--- src/rtl/sclcoef_pkg.sv ---
package sclcoef_pkg;

    localparam int TAPS_W    = 4;
    localparam int FT_W      = 3;
    localparam int NUM_SLOTS = 4;
    localparam int SLOT_W    = 2;

    typedef enum logic [FT_W-1:0] {
        FT_LUMA_V   = 3'd0,
        FT_LUMA_H   = 3'd1,
        FT_CHROMA_V = 3'd2,
        FT_CHROMA_H = 3'd3,
        FT_ALPHA_V  = 3'd4,
        FT_ALPHA_H  = 3'd5
    } ftype_e;

    typedef enum logic [2:0] {
        S_IDLE,
        S_NEXT,
        S_SEL,
        S_RD_E,
        S_RD_O,
        S_WR,
        S_SWAP,
        S_DONE
    } state_e;

    typedef struct packed {
        logic [NUM_SLOTS-1:0][TAPS_W-1:0] taps;
        logic [NUM_SLOTS-1:0]             pending;
        logic                             any_load;
    } job_t;

    typedef struct packed {
        logic h_fixed;
        logic v_fixed;
        logic h_sharp;
        logic v_sharp;
    } mode_t;

    // Slot order: luma H, luma V, chroma H, chroma V
    function automatic ftype_e slot_ftype(input logic [SLOT_W-1:0] slot);
        case (slot)
            2'd0:    return FT_LUMA_H;
            2'd1:    return FT_LUMA_V;
            2'd2:    return FT_CHROMA_H;
            default: return FT_CHROMA_V;
        endcase
    endfunction

    function automatic logic [SLOT_W-1:0] first_slot(input logic [NUM_SLOTS-1:0] m);
        logic [SLOT_W-1:0] r;
        r = '0;
        for (int i = NUM_SLOTS - 1; i >= 0; i--) begin
            if (m[i]) r = SLOT_W'(i);
        end
        return r;
    endfunction

endpackage

--- src/rtl/sclcoef_job_decode.sv ---
module sclcoef_job_decode
    import sclcoef_pkg::*;
#(
    parameter int MAX_TAPS = 8,
    parameter int SHARP_W  = 3
) (
    input  logic [NUM_SLOTS-1:0][TAPS_W-1:0] slot_taps,
    input  logic                             chroma_en,
    input  logic [SHARP_W-1:0]               h_factor,
    input  logic [SHARP_W-1:0]               v_factor,
    output logic [NUM_SLOTS-1:0]             load_mask,
    output mode_t                            mode
);
    logic [NUM_SLOTS-1:0] in_range;
    logic                 h_fix;
    logic                 v_fix;

    genvar g;
    generate
        for (g = 0; g < NUM_SLOTS; g++) begin : g_range
            assign in_range[g] = (slot_taps[g] != '0) &&
                                 (slot_taps[g] <= TAPS_W'(MAX_TAPS));
        end
    endgenerate

    // slot 0 = luma H, 1 = luma V, 2 = chroma H, 3 = chroma V
    assign h_fix = (slot_taps[0] == TAPS_W'(2)) && (slot_taps[2] == TAPS_W'(2));
    assign v_fix = (slot_taps[1] == TAPS_W'(2)) && (slot_taps[3] == TAPS_W'(2));

    always_comb begin
        load_mask[0] = in_range[0] && !h_fix;
        load_mask[1] = in_range[1] && !v_fix;
        load_mask[2] = in_range[2] && !h_fix && chroma_en;
        load_mask[3] = in_range[3] && !v_fix && chroma_en;
        mode.h_fixed = h_fix;
        mode.v_fixed = v_fix;
        mode.h_sharp = h_fix && (h_factor != '0);
        mode.v_sharp = v_fix && (v_factor != '0);
    end

endmodule

--- src/rtl/sclcoef_index_walk.sv ---
module sclcoef_index_walk
    import sclcoef_pkg::*;
#(
    parameter int NUM_PHASES = 64,
    parameter int PHASE_W    = 6,
    parameter int PAIR_W     = 2,
    parameter int ADDR_W     = 9
) (
    input  logic               clk,
    input  logic               rst,
    input  logic               clear,
    input  logic               step,
    input  logic [TAPS_W-1:0]  taps,
    output logic [PHASE_W-1:0] phase,
    output logic [PAIR_W-1:0]  pair,
    output logic [ADDR_W-1:0]  even_addr,
    output logic               has_odd,
    output logic               last
);
    localparam int LAST_PHASE = NUM_PHASES / 2;

    logic [ADDR_W-1:0] row_base;
    logic [TAPS_W-1:0] n_pairs;
    logic              last_pair;

    assign n_pairs   = (taps + TAPS_W'(1)) >> 1;
    assign last_pair = (TAPS_W'(pair) == n_pairs - TAPS_W'(1));
    assign last      = last_pair && (phase == PHASE_W'(LAST_PHASE));
    assign even_addr = row_base + ADDR_W'({pair, 1'b0});
    assign has_odd   = TAPS_W'({pair, 1'b1}) < taps;

    always_ff @(posedge clk) begin
        if (rst || clear) begin
            phase    <= '0;
            pair     <= '0;
            row_base <= '0;
        end else if (step) begin
            if (last_pair) begin
                pair     <= '0;
                phase    <= phase + PHASE_W'(1);
                row_base <= row_base + ADDR_W'(taps);
            end else begin
                pair <= pair + PAIR_W'(1);
            end
        end
    end

endmodule

--- src/rtl/sclcoef_bank_ctl.sv ---
module sclcoef_bank_ctl (
    input  logic clk,
    input  logic rst,
    input  logic swap,
    output logic active_bank,
    output logic idle_bank
);
    always_ff @(posedge clk) begin
        if (rst)       active_bank <= 1'b0;
        else if (swap) active_bank <= ~active_bank;
    end

    assign idle_bank = ~active_bank;

endmodule

--- src/rtl/sclcoef_loader.sv ---
module sclcoef_loader
    import sclcoef_pkg::*;
#(
    parameter int MAX_TAPS   = 8,
    parameter int NUM_PHASES = 64,
    parameter int COEF_W     = 14,
    parameter int SHARP_W    = 3,
    parameter int PHASE_W    = $clog2(NUM_PHASES),
    parameter int PAIR_W     = $clog2(MAX_TAPS / 2),
    parameter int ADDR_W     = $clog2((NUM_PHASES / 2 + 1) * MAX_TAPS)
) (
    input  logic               clk,
    input  logic               rst,
    input  logic               start,
    input  logic [TAPS_W-1:0]  h_taps,
    input  logic [TAPS_W-1:0]  h_taps_c,
    input  logic [TAPS_W-1:0]  v_taps,
    input  logic [TAPS_W-1:0]  v_taps_c,
    input  logic               chroma_en,
    input  logic [SHARP_W-1:0] h_sharp_factor,
    input  logic [SHARP_W-1:0] v_sharp_factor,
    output logic               src_rd,
    output logic [FT_W-1:0]    src_ftype,
    output logic [ADDR_W-1:0]  src_addr,
    input  logic [COEF_W-1:0]  src_data,
    output logic               sel_load,
    output logic               wr_en,
    output logic               wr_bank,
    output logic [FT_W-1:0]    wr_ftype,
    output logic [PHASE_W-1:0] wr_phase,
    output logic [PAIR_W-1:0]  wr_pair,
    output logic [COEF_W-1:0]  wr_even,
    output logic               wr_even_en,
    output logic [COEF_W-1:0]  wr_odd,
    output logic               wr_odd_en,
    output logic               active_bank,
    output logic               h_fixed,
    output logic               v_fixed,
    output logic               h_sharp,
    output logic               v_sharp,
    output logic               busy,
    output logic               done
);
    localparam logic [COEF_W-1:0] LSB_CLR = ~COEF_W'(3);

    state_e                           state;
    job_t                             job;
    mode_t                            mode_q;
    mode_t                            mode_d;
    logic [NUM_SLOTS-1:0]             mask_d;
    logic [NUM_SLOTS-1:0][TAPS_W-1:0] taps_in;
    logic [SLOT_W-1:0]                cur_slot;
    logic [TAPS_W-1:0]                cur_taps;
    ftype_e                           cur_ft;
    logic [COEF_W-1:0]                even_q;
    logic [ADDR_W-1:0]                even_addr;
    logic                             has_odd;
    logic                             last;
    logic                             idle_bank;

    assign taps_in = {v_taps_c, h_taps_c, v_taps, h_taps};

    sclcoef_job_decode #(
        .MAX_TAPS (MAX_TAPS),
        .SHARP_W  (SHARP_W)
    ) decode_i (
        .slot_taps (taps_in),
        .chroma_en (chroma_en),
        .h_factor  (h_sharp_factor),
        .v_factor  (v_sharp_factor),
        .load_mask (mask_d),
        .mode      (mode_d)
    );

    assign cur_taps = job.taps[cur_slot];
    assign cur_ft   = slot_ftype(cur_slot);

    sclcoef_index_walk #(
        .NUM_PHASES (NUM_PHASES),
        .PHASE_W    (PHASE_W),
        .PAIR_W     (PAIR_W),
        .ADDR_W     (ADDR_W)
    ) walk_i (
        .clk       (clk),
        .rst       (rst),
        .clear     (state == S_NEXT),
        .step      (state == S_WR),
        .taps      (cur_taps),
        .phase     (wr_phase),
        .pair      (wr_pair),
        .even_addr (even_addr),
        .has_odd   (has_odd),
        .last      (last)
    );

    sclcoef_bank_ctl bank_i (
        .clk         (clk),
        .rst         (rst),
        .swap        (state == S_SWAP),
        .active_bank (active_bank),
        .idle_bank   (idle_bank)
    );

    always_ff @(posedge clk) begin
        if (rst) begin
            state    <= S_IDLE;
            job      <= '0;
            mode_q   <= '0;
            cur_slot <= '0;
            even_q   <= '0;
        end else begin
            case (state)
                S_IDLE: begin
                    if (start) begin
                        job.taps     <= taps_in;
                        job.pending  <= mask_d;
                        job.any_load <= |mask_d;
                        mode_q       <= mode_d;
                        state        <= S_NEXT;
                    end
                end
                S_NEXT: begin
                    if (|job.pending) begin
                        cur_slot                         <= first_slot(job.pending);
                        job.pending[first_slot(job.pending)] <= 1'b0;
                        state                            <= S_SEL;
                    end else begin
                        state <= job.any_load ? S_SWAP : S_DONE;
                    end
                end
                S_SEL:  state <= S_RD_E;
                S_RD_E: state <= S_RD_O;
                S_RD_O: begin
                    even_q <= src_data & LSB_CLR;
                    state  <= S_WR;
                end
                S_WR:   state <= last ? S_NEXT : S_RD_E;
                S_SWAP: state <= S_DONE;
                S_DONE: state <= S_IDLE;
                default: state <= S_IDLE;
            endcase
        end
    end

    always_comb begin
        src_rd    = (state == S_RD_E) || ((state == S_RD_O) && has_odd);
        src_addr  = (state == S_RD_O) ? even_addr + ADDR_W'(1) : even_addr;
        src_ftype = cur_ft;
        sel_load  = (state == S_SEL);
        wr_en     = (state == S_WR);
        wr_even_en = wr_en;
        wr_odd_en  = wr_en;
        wr_bank   = idle_bank;
        wr_ftype  = cur_ft;
        wr_even   = even_q;
        wr_odd    = has_odd ? (src_data & LSB_CLR) : '0;
        busy      = (state != S_IDLE);
        done      = (state == S_DONE);
        h_fixed   = mode_q.h_fixed;
        v_fixed   = mode_q.v_fixed;
        h_sharp   = mode_q.h_sharp;
        v_sharp   = mode_q.v_sharp;
    end

endmodule

--- config.mk ---
export PLATFORM = sky130hd
export DESIGN_NAME = sclcoef_loader
export DESIGN_NICKNAME = d
export VERILOG_FILES = /design/src/rtl/sclcoef_pkg.sv /design/src/rtl/sclcoef_job_decode.sv /design/src/rtl/sclcoef_index_walk.sv /design/src/rtl/sclcoef_bank_ctl.sv /design/src/rtl/sclcoef_loader.sv
export SDC_FILE = /design/constraint.sdc
export NUM_CORES = 1
export LEC_CHECK = 0
export CAP_MARGIN = 30
export CORE_UTILIZATION = 65
export CTS_CLUSTER_DIAMETER = 50
export DETAILED_ROUTE_END_ITERATION = 6
export DONT_BUFFER_PORTS = 1
export GPL_ROUTABILITY_DRIVEN = 0
export GPL_TIMING_DRIVEN = 0
export PLACE_DENSITY_LB_ADDON = 0.15
export SYNTH_ARGS = -nofsm -noshare
export SYNTH_HDL_FRONTEND = slang
export SYNTH_SLANG_ARGS = --single-unit
--- constraint.sdc ---
create_clock -name clk -period 4.57 [get_ports clk]
set_input_delay 0.2285 -clock clk [delete_from_list [all_inputs] [get_ports clk]]
set_output_delay 0.2285 -clock clk [all_outputs]
set_load 0.01 [all_outputs]
# ---- After elaboration in Yosys (flattened, before gate mapping)
# Cells that the tools add are included.
dict set report classes {
  div 0
  reduce_logical 37
  add_sub_neg 7
  n_mul 0
  bitwise_logic 3
  muxes 23
  n_eq_ne 17
  n_lt_le_gt_ge 8
  n_shift 0
}
# op count
set ops {}
lappend ops {{one-hot mux 3 bit (8 select lines)} 1}
lappend ops {{2-to-1 mux 2 bit} 9}
lappend ops {{logical AND 1 bit} 17}
lappend ops {{equality test 4 x 2 -> 1 bit (second input constant)} 4}
lappend ops {{<= comparator 4 bit (second input constant)} 4}
lappend ops {{nonzero test 4 bit} 4}
lappend ops {{2-to-1 mux 14 bit} 1}
lappend ops {{equality test 3 bit (second input constant)} 4}
lappend ops {{adder 9 x 1 -> 9 bit (second input constant)} 1}
lappend ops {{adder 9 x 3 -> 9 bit} 1}
lappend ops {{adder 9 x 4 -> 9 bit} 1}
lappend ops {{2-to-1 mux 9 bit} 1}
lappend ops {{nonzero test 3 bit} 3}
lappend ops {{binary-select mux 4 bit (select 2 bit)} 1}
lappend ops {{2-to-1 mux 4 bit} 2}
lappend ops {{one-hot mux 4 bit (2 select lines)} 1}
lappend ops {{OR reduction 4 bit} 2}
lappend ops {{adder 6 x 1 -> 6 bit (second input constant)} 1}
lappend ops {{equality test 3 x 2 -> 1 bit (second input constant)} 2}
lappend ops {{equality test 6 bit (second input constant)} 1}
lappend ops {{< comparator 2 x 3 -> 1 bit (second input constant)} 2}
lappend ops {{2-to-1 mux 3 bit} 2}
lappend ops {{one-hot mux 2 bit (3 select lines)} 1}
lappend ops {{AND reduction 2 bit} 3}
lappend ops {{other kinds (22)} 26}
dict set report totals {
  ff_bits 60
  mem_count 0
  mem_bits_rw 0
  latchBits 0
  wordCells 112
  output_inout_bits 64
  inputBits 40
  romBits 0
}

# ---- Longest topological paths before layout
dict set report depth {
  word_depth 15
  mapped_depth 13
  depth_no_buf 11
}

# ---- Modules after synthesis
# From an unflattened synthesis, not the netlist that was laid out.
dict set report hier_totals {
  hier_cells 439
  hier_area_um2 3574.7
}
# mod seq_area_each_um2 instances cells_each area_per_inst_um2
set by_module_without_submodules {}
lappend by_module_without_submodules {sclcoef_loader 840.8 1 262 2089.5}
lappend by_module_without_submodules {sclcoef_index_walk 340.3 1 147 1233.7}
lappend by_module_without_submodules {sclcoef_job_decode 0.0 1 26 215.2}
lappend by_module_without_submodules {sclcoef_bank_ctl 20.0 1 4 36.3}

# ---- Worst setup path before layout
# Ideal clock, no wire load.
dict set report synth_path {
  path_kind {reg2reg}
  start {register cur_slot[0]}
  end {register walk_i.row_base[5]}
  path_slack_ns 1.454
  n_path_buf 1
  path_stages_with_launch 13
  t_arrival_ns 3.045
  path_cell_list {dfxtp_1 > buf_6 > mux4_2 > ha_1 > xor2_1 > inv_1 > ha_1 > xnor2_1 > a21oi_1 > o211ai_1 > mux2_4 > or4_1 > a21oi_1}
}
dict set report synth_between {
  elab_chain_len 6
}
# item line_no
set synth_lines {}
lappend synth_lines {{start: declaration} sclcoef_loader.sv:52} ;# logic [SLOT_W-1:0] cur_slot;
lappend synth_lines {{start signal: assignment} sclcoef_loader.sv:124} ;# cur_slot <= first_slot(job.pending);
lappend synth_lines {{binary-select mux 4 bit (select 2 bit) *} sclcoef_loader.sv:75} ;# assign cur_taps = job.taps[cur_slot];
lappend synth_lines {{2-to-1 mux 4 bit (implied by the code) *} sclcoef_loader.sv:75}
lappend synth_lines {{adder 4 x 1 -> 4 bit} sclcoef_index_walk.sv:26} ;# assign n_pairs = (taps + TAPS_W'(1)) >> 1;
lappend synth_lines {{subtractor 3 x 1 -> 4 bit} sclcoef_index_walk.sv:27} ;# assign last_pair = (TAPS_W'(pair) == n_pairs - TAPS_W'(1));
lappend synth_lines {{equality test 2 x 4 -> 1 bit} sclcoef_index_walk.sv:27}
lappend synth_lines {{AND reduction 2 bit (no source line)} n/a}
lappend synth_lines {{end signal: assignment} sclcoef_index_walk.sv:41} ;# row_base <= row_base + ADDR_W'(taps);
lappend synth_lines {{end: declaration} sclcoef_index_walk.sv:22} ;# logic [ADDR_W-1:0] row_base;
# Every way passes the cells marked *; elsewhere a longest branch is shown, timed or not. The select of a mux whose other input is x is not followed.
# A chain may end at the register's enable or synchronous reset.

# ---- Worst setup path in the final report
# Ends and elaborated chain as after synthesis.

==> reports/results.tsv <==
metric	value	unit
Mapped Area	3420	sq um
final number of setup-violating endpoints	0	
CTS Buf Count	9	
CTS tree	yes	
via count	3061	
Worst EP arrival	3660	ps
worst IR drop on VDD	0.000250	V
Initial Utilization	0.673	
hold path start	src_data[11]	
clock-pin slew on the worst setup and hold paths	70	ps
Core Region	5070	sq um
routed len/inst	14.8	microns
vias in the first global route	2793	
worst setup path start	cur_slot[0]	
Clock Skew	6.81	ps
max frequency	0.290	GHz
Synth area leaders	dfxtp_1 (35%), nand2_1 (9.3%), a21oi_1 (7.8%), ha_1 (4.4%), xnor2_1 (3.6%)	
Routed WL	7.75	mm
top_reg_cell synth	dfxtp_1	
DIE WIDTH	74.5	microns
multi-input combinational cell area	1970	sq um
global route overflow	0	
Slowest-stage cell, CP	mux4_2	
clk root buf	clkbuf_8	
post-route setup TNS	0	ps
final hold violation count	0	
Die Ht	74.5	microns
# IOs	104	
synth unique cells	58	
Die Area	5550	sq um
post-route antenna net violation count	0	
CP Cell Sequence	buf_6 -> mux4_2 -> ha_1 -> xor2_1 -> inv_1 -> ha_1 -> xnor2_1 -> a21oi_1 -> o211ai_1 -> mux2_4 -> clkbuf_1 -> o31ai_1 -> a21oi_1	
Post-synth top cells	nand2_1 (85), dfxtp_1 (60), a21oi_1 (53)	
DRT iter0 DRCs	224	
EDFF count, synth	0	
sequential standard cell area	1200	sq um
worst min-delay path class	in -> reg	
post-synth top area share	0.352	
Area after DPL	3520	sq um
H-tree depth	3	
leading area contributor after synthesis	dfxtp_1	
finished layout cell area	3740	sq um
MaxCap Viol Count	0	
Area Growth Syn to Fin	9.49	%
clock net sink count	60	
critical path endpoint category	flip-flop	
drt first pass iters	4	
status	finished clean	
worst-margin pin slew	785	ps
Post-Route Utilization	0.737	
Max Root-Sink Buffers	2	
FFs w/ async S/R, synth	0	
layout cells sized above 1	0.0795	
leakage power	1.39	nW
worst-path fanout max	10	
reg2reg start	cur_slot[0]	
Mapped Avg Cell Area	7.91	sq um
total power	1.57	mW
fillers	424	
min cycle time layout	3450	ps
sequential area share after synthesis	0.352	
startpoint types	flip-flop	
slowest stage delay, CP	570	ps
hold buffers post-CTS	0	
postcts setup bufs	0	
antenna cells	0	
PwrDens	420	nW/um^2
DRC	0	
fin nets	502	
YS warnings	0	
WHS	13.7	ps
most common cell in the netlist	nand2_1	
fin crit share	0.755	
routed vias/inst	5.85	
kind of critical path	reg -> reg	
site row count	26	
RSZ-0062 raised after global routing	false	
DP HPWL	5.85	mm
first-pass GRT wire length	12.5	mm
relative slew slack	0.476	
CP Data Required Time	4780	ps
total track usage	0.295	
Yosys reg bits	60	
number of I/O port buffers	0	
initial antenna violation count	0	
fin. max-slew vios	0	
Post-Syn Instances	432	
pin count of the biggest net entering global routing	13	
CTS resizes	0	
worst-skew pair later-pin latency	340	ps
-- critical path: cells and delay by family, from the launching register on --
family                   cells  cell delay [ps]
adder cells (fa/ha/maj)      2              550
buffers and inverters        3              450
flip-flops                   1              330
AO/OA/AOI/OAI                4              710
XOR/XNOR                     2              350
multiplexers                 2              900
-- metal layers --
metal / share of wire / vias up / track usage / routed length, microns
met5: 0 / - / 0 / 0
met4: 0.021 / 0 / 0.122 / 163
met3: 0.072 / 19 / 0.0949 / 560
met2: 0.49 / 129 / 0.504 / 3790
met1: 0.42 / 1403 / 0.341 / 3230
li1: - / 1510 / - / -
-- final cells by class --
cell class	instances	area share
inverter	19	0.0191
clock buffer	12	0.0388
buffer	38	0.0505
sequential	60	0.321
tap	70	0.0234
clock inverter	4	0.0194
multi-input combinational	320	0.528
-- layout by cell type, fill, tap and decap left out, types with 4 or more instances in the layout --
| cell | netlist | routed |
|---|---|---|
| a21oi_1 | 53 | 53 |
| and2_1 | 15 | 15 |
| buf_4 | 10 | 10 |
| clkbuf_1 | 25 | 27 |
| clkbuf_8 | 0 | 10 |
| conb_1 | 1 | 6 |
| dfxtp_1 | 60 | 60 |
| ha_1 | 12 | 12 |
| inv_1 | 17 | 17 |
| mux4_2 | 4 | 4 |
| nand2_1 | 85 | 85 |
| nand3_1 | 10 | 10 |
| nand4_1 | 4 | 4 |
| nor2_1 | 15 | 15 |
| nor3_1 | 6 | 6 |
| o21ai_0 | 8 | 8 |
| o21ai_1 | 7 | 7 |
| o31ai_1 | 5 | 5 |
| or3_1 | 4 | 4 |
| or4_1 | 6 | 6 |
| xnor2_1 | 14 | 14 |
| xor2_1 | 6 | 6 |
-- worst paths after layout --
path                            cells past startpoint            endpoint  slack, ps
worst max register to register                     13  walk_i.row_base[5]       1120
worst min-delay path                                2         wr_even[11]         10
worst max-delay path                               13  walk_i.row_base[5]       1120
worst min register to register                      2             job[16]        460
-- logic make-up (layout without fill, tap and decap cells) --
family / Yosys count / in the layout / synth area share
flops: 60 / 60 / 0.352
xor+xnor: 21 / 21 / 0.0560
fa+ha+maj: 16 / 16 / 0.0615
other cells: 1 / 6 / 0.00110
compound gates: 103 / 103 / 0.181
simple gates: 167 / 167 / 0.236
buf+inv: 57 / 73 / 0.0762
mux: 7 / 7 / 0.0366
-- power by group --
group	total, mW	switching [mW]	internal, mW
sequential	0.617	0.0431	0.574
combinational	0.425	0.275	0.150
clock	0.529	0.208	0.321
total	1.57	0.526	1.04
-- registers in the layout (all words and copies together), names as in the netlist, 2 cells and up --
register and flops:
job 21, wr_even 12, walk_i.row_base 9, walk_i.phase 6
state 3, cur_slot 2, walk_i.pair 2
-- through the flow --
step	setup WS, ps	instances
final	1120	523
after global routing	845	523
after CTS	1140	523
after detailed placement	1160	507
after global placement	1250	507
after floorplan	1450	437
Power figures use the tool's default switching activity.
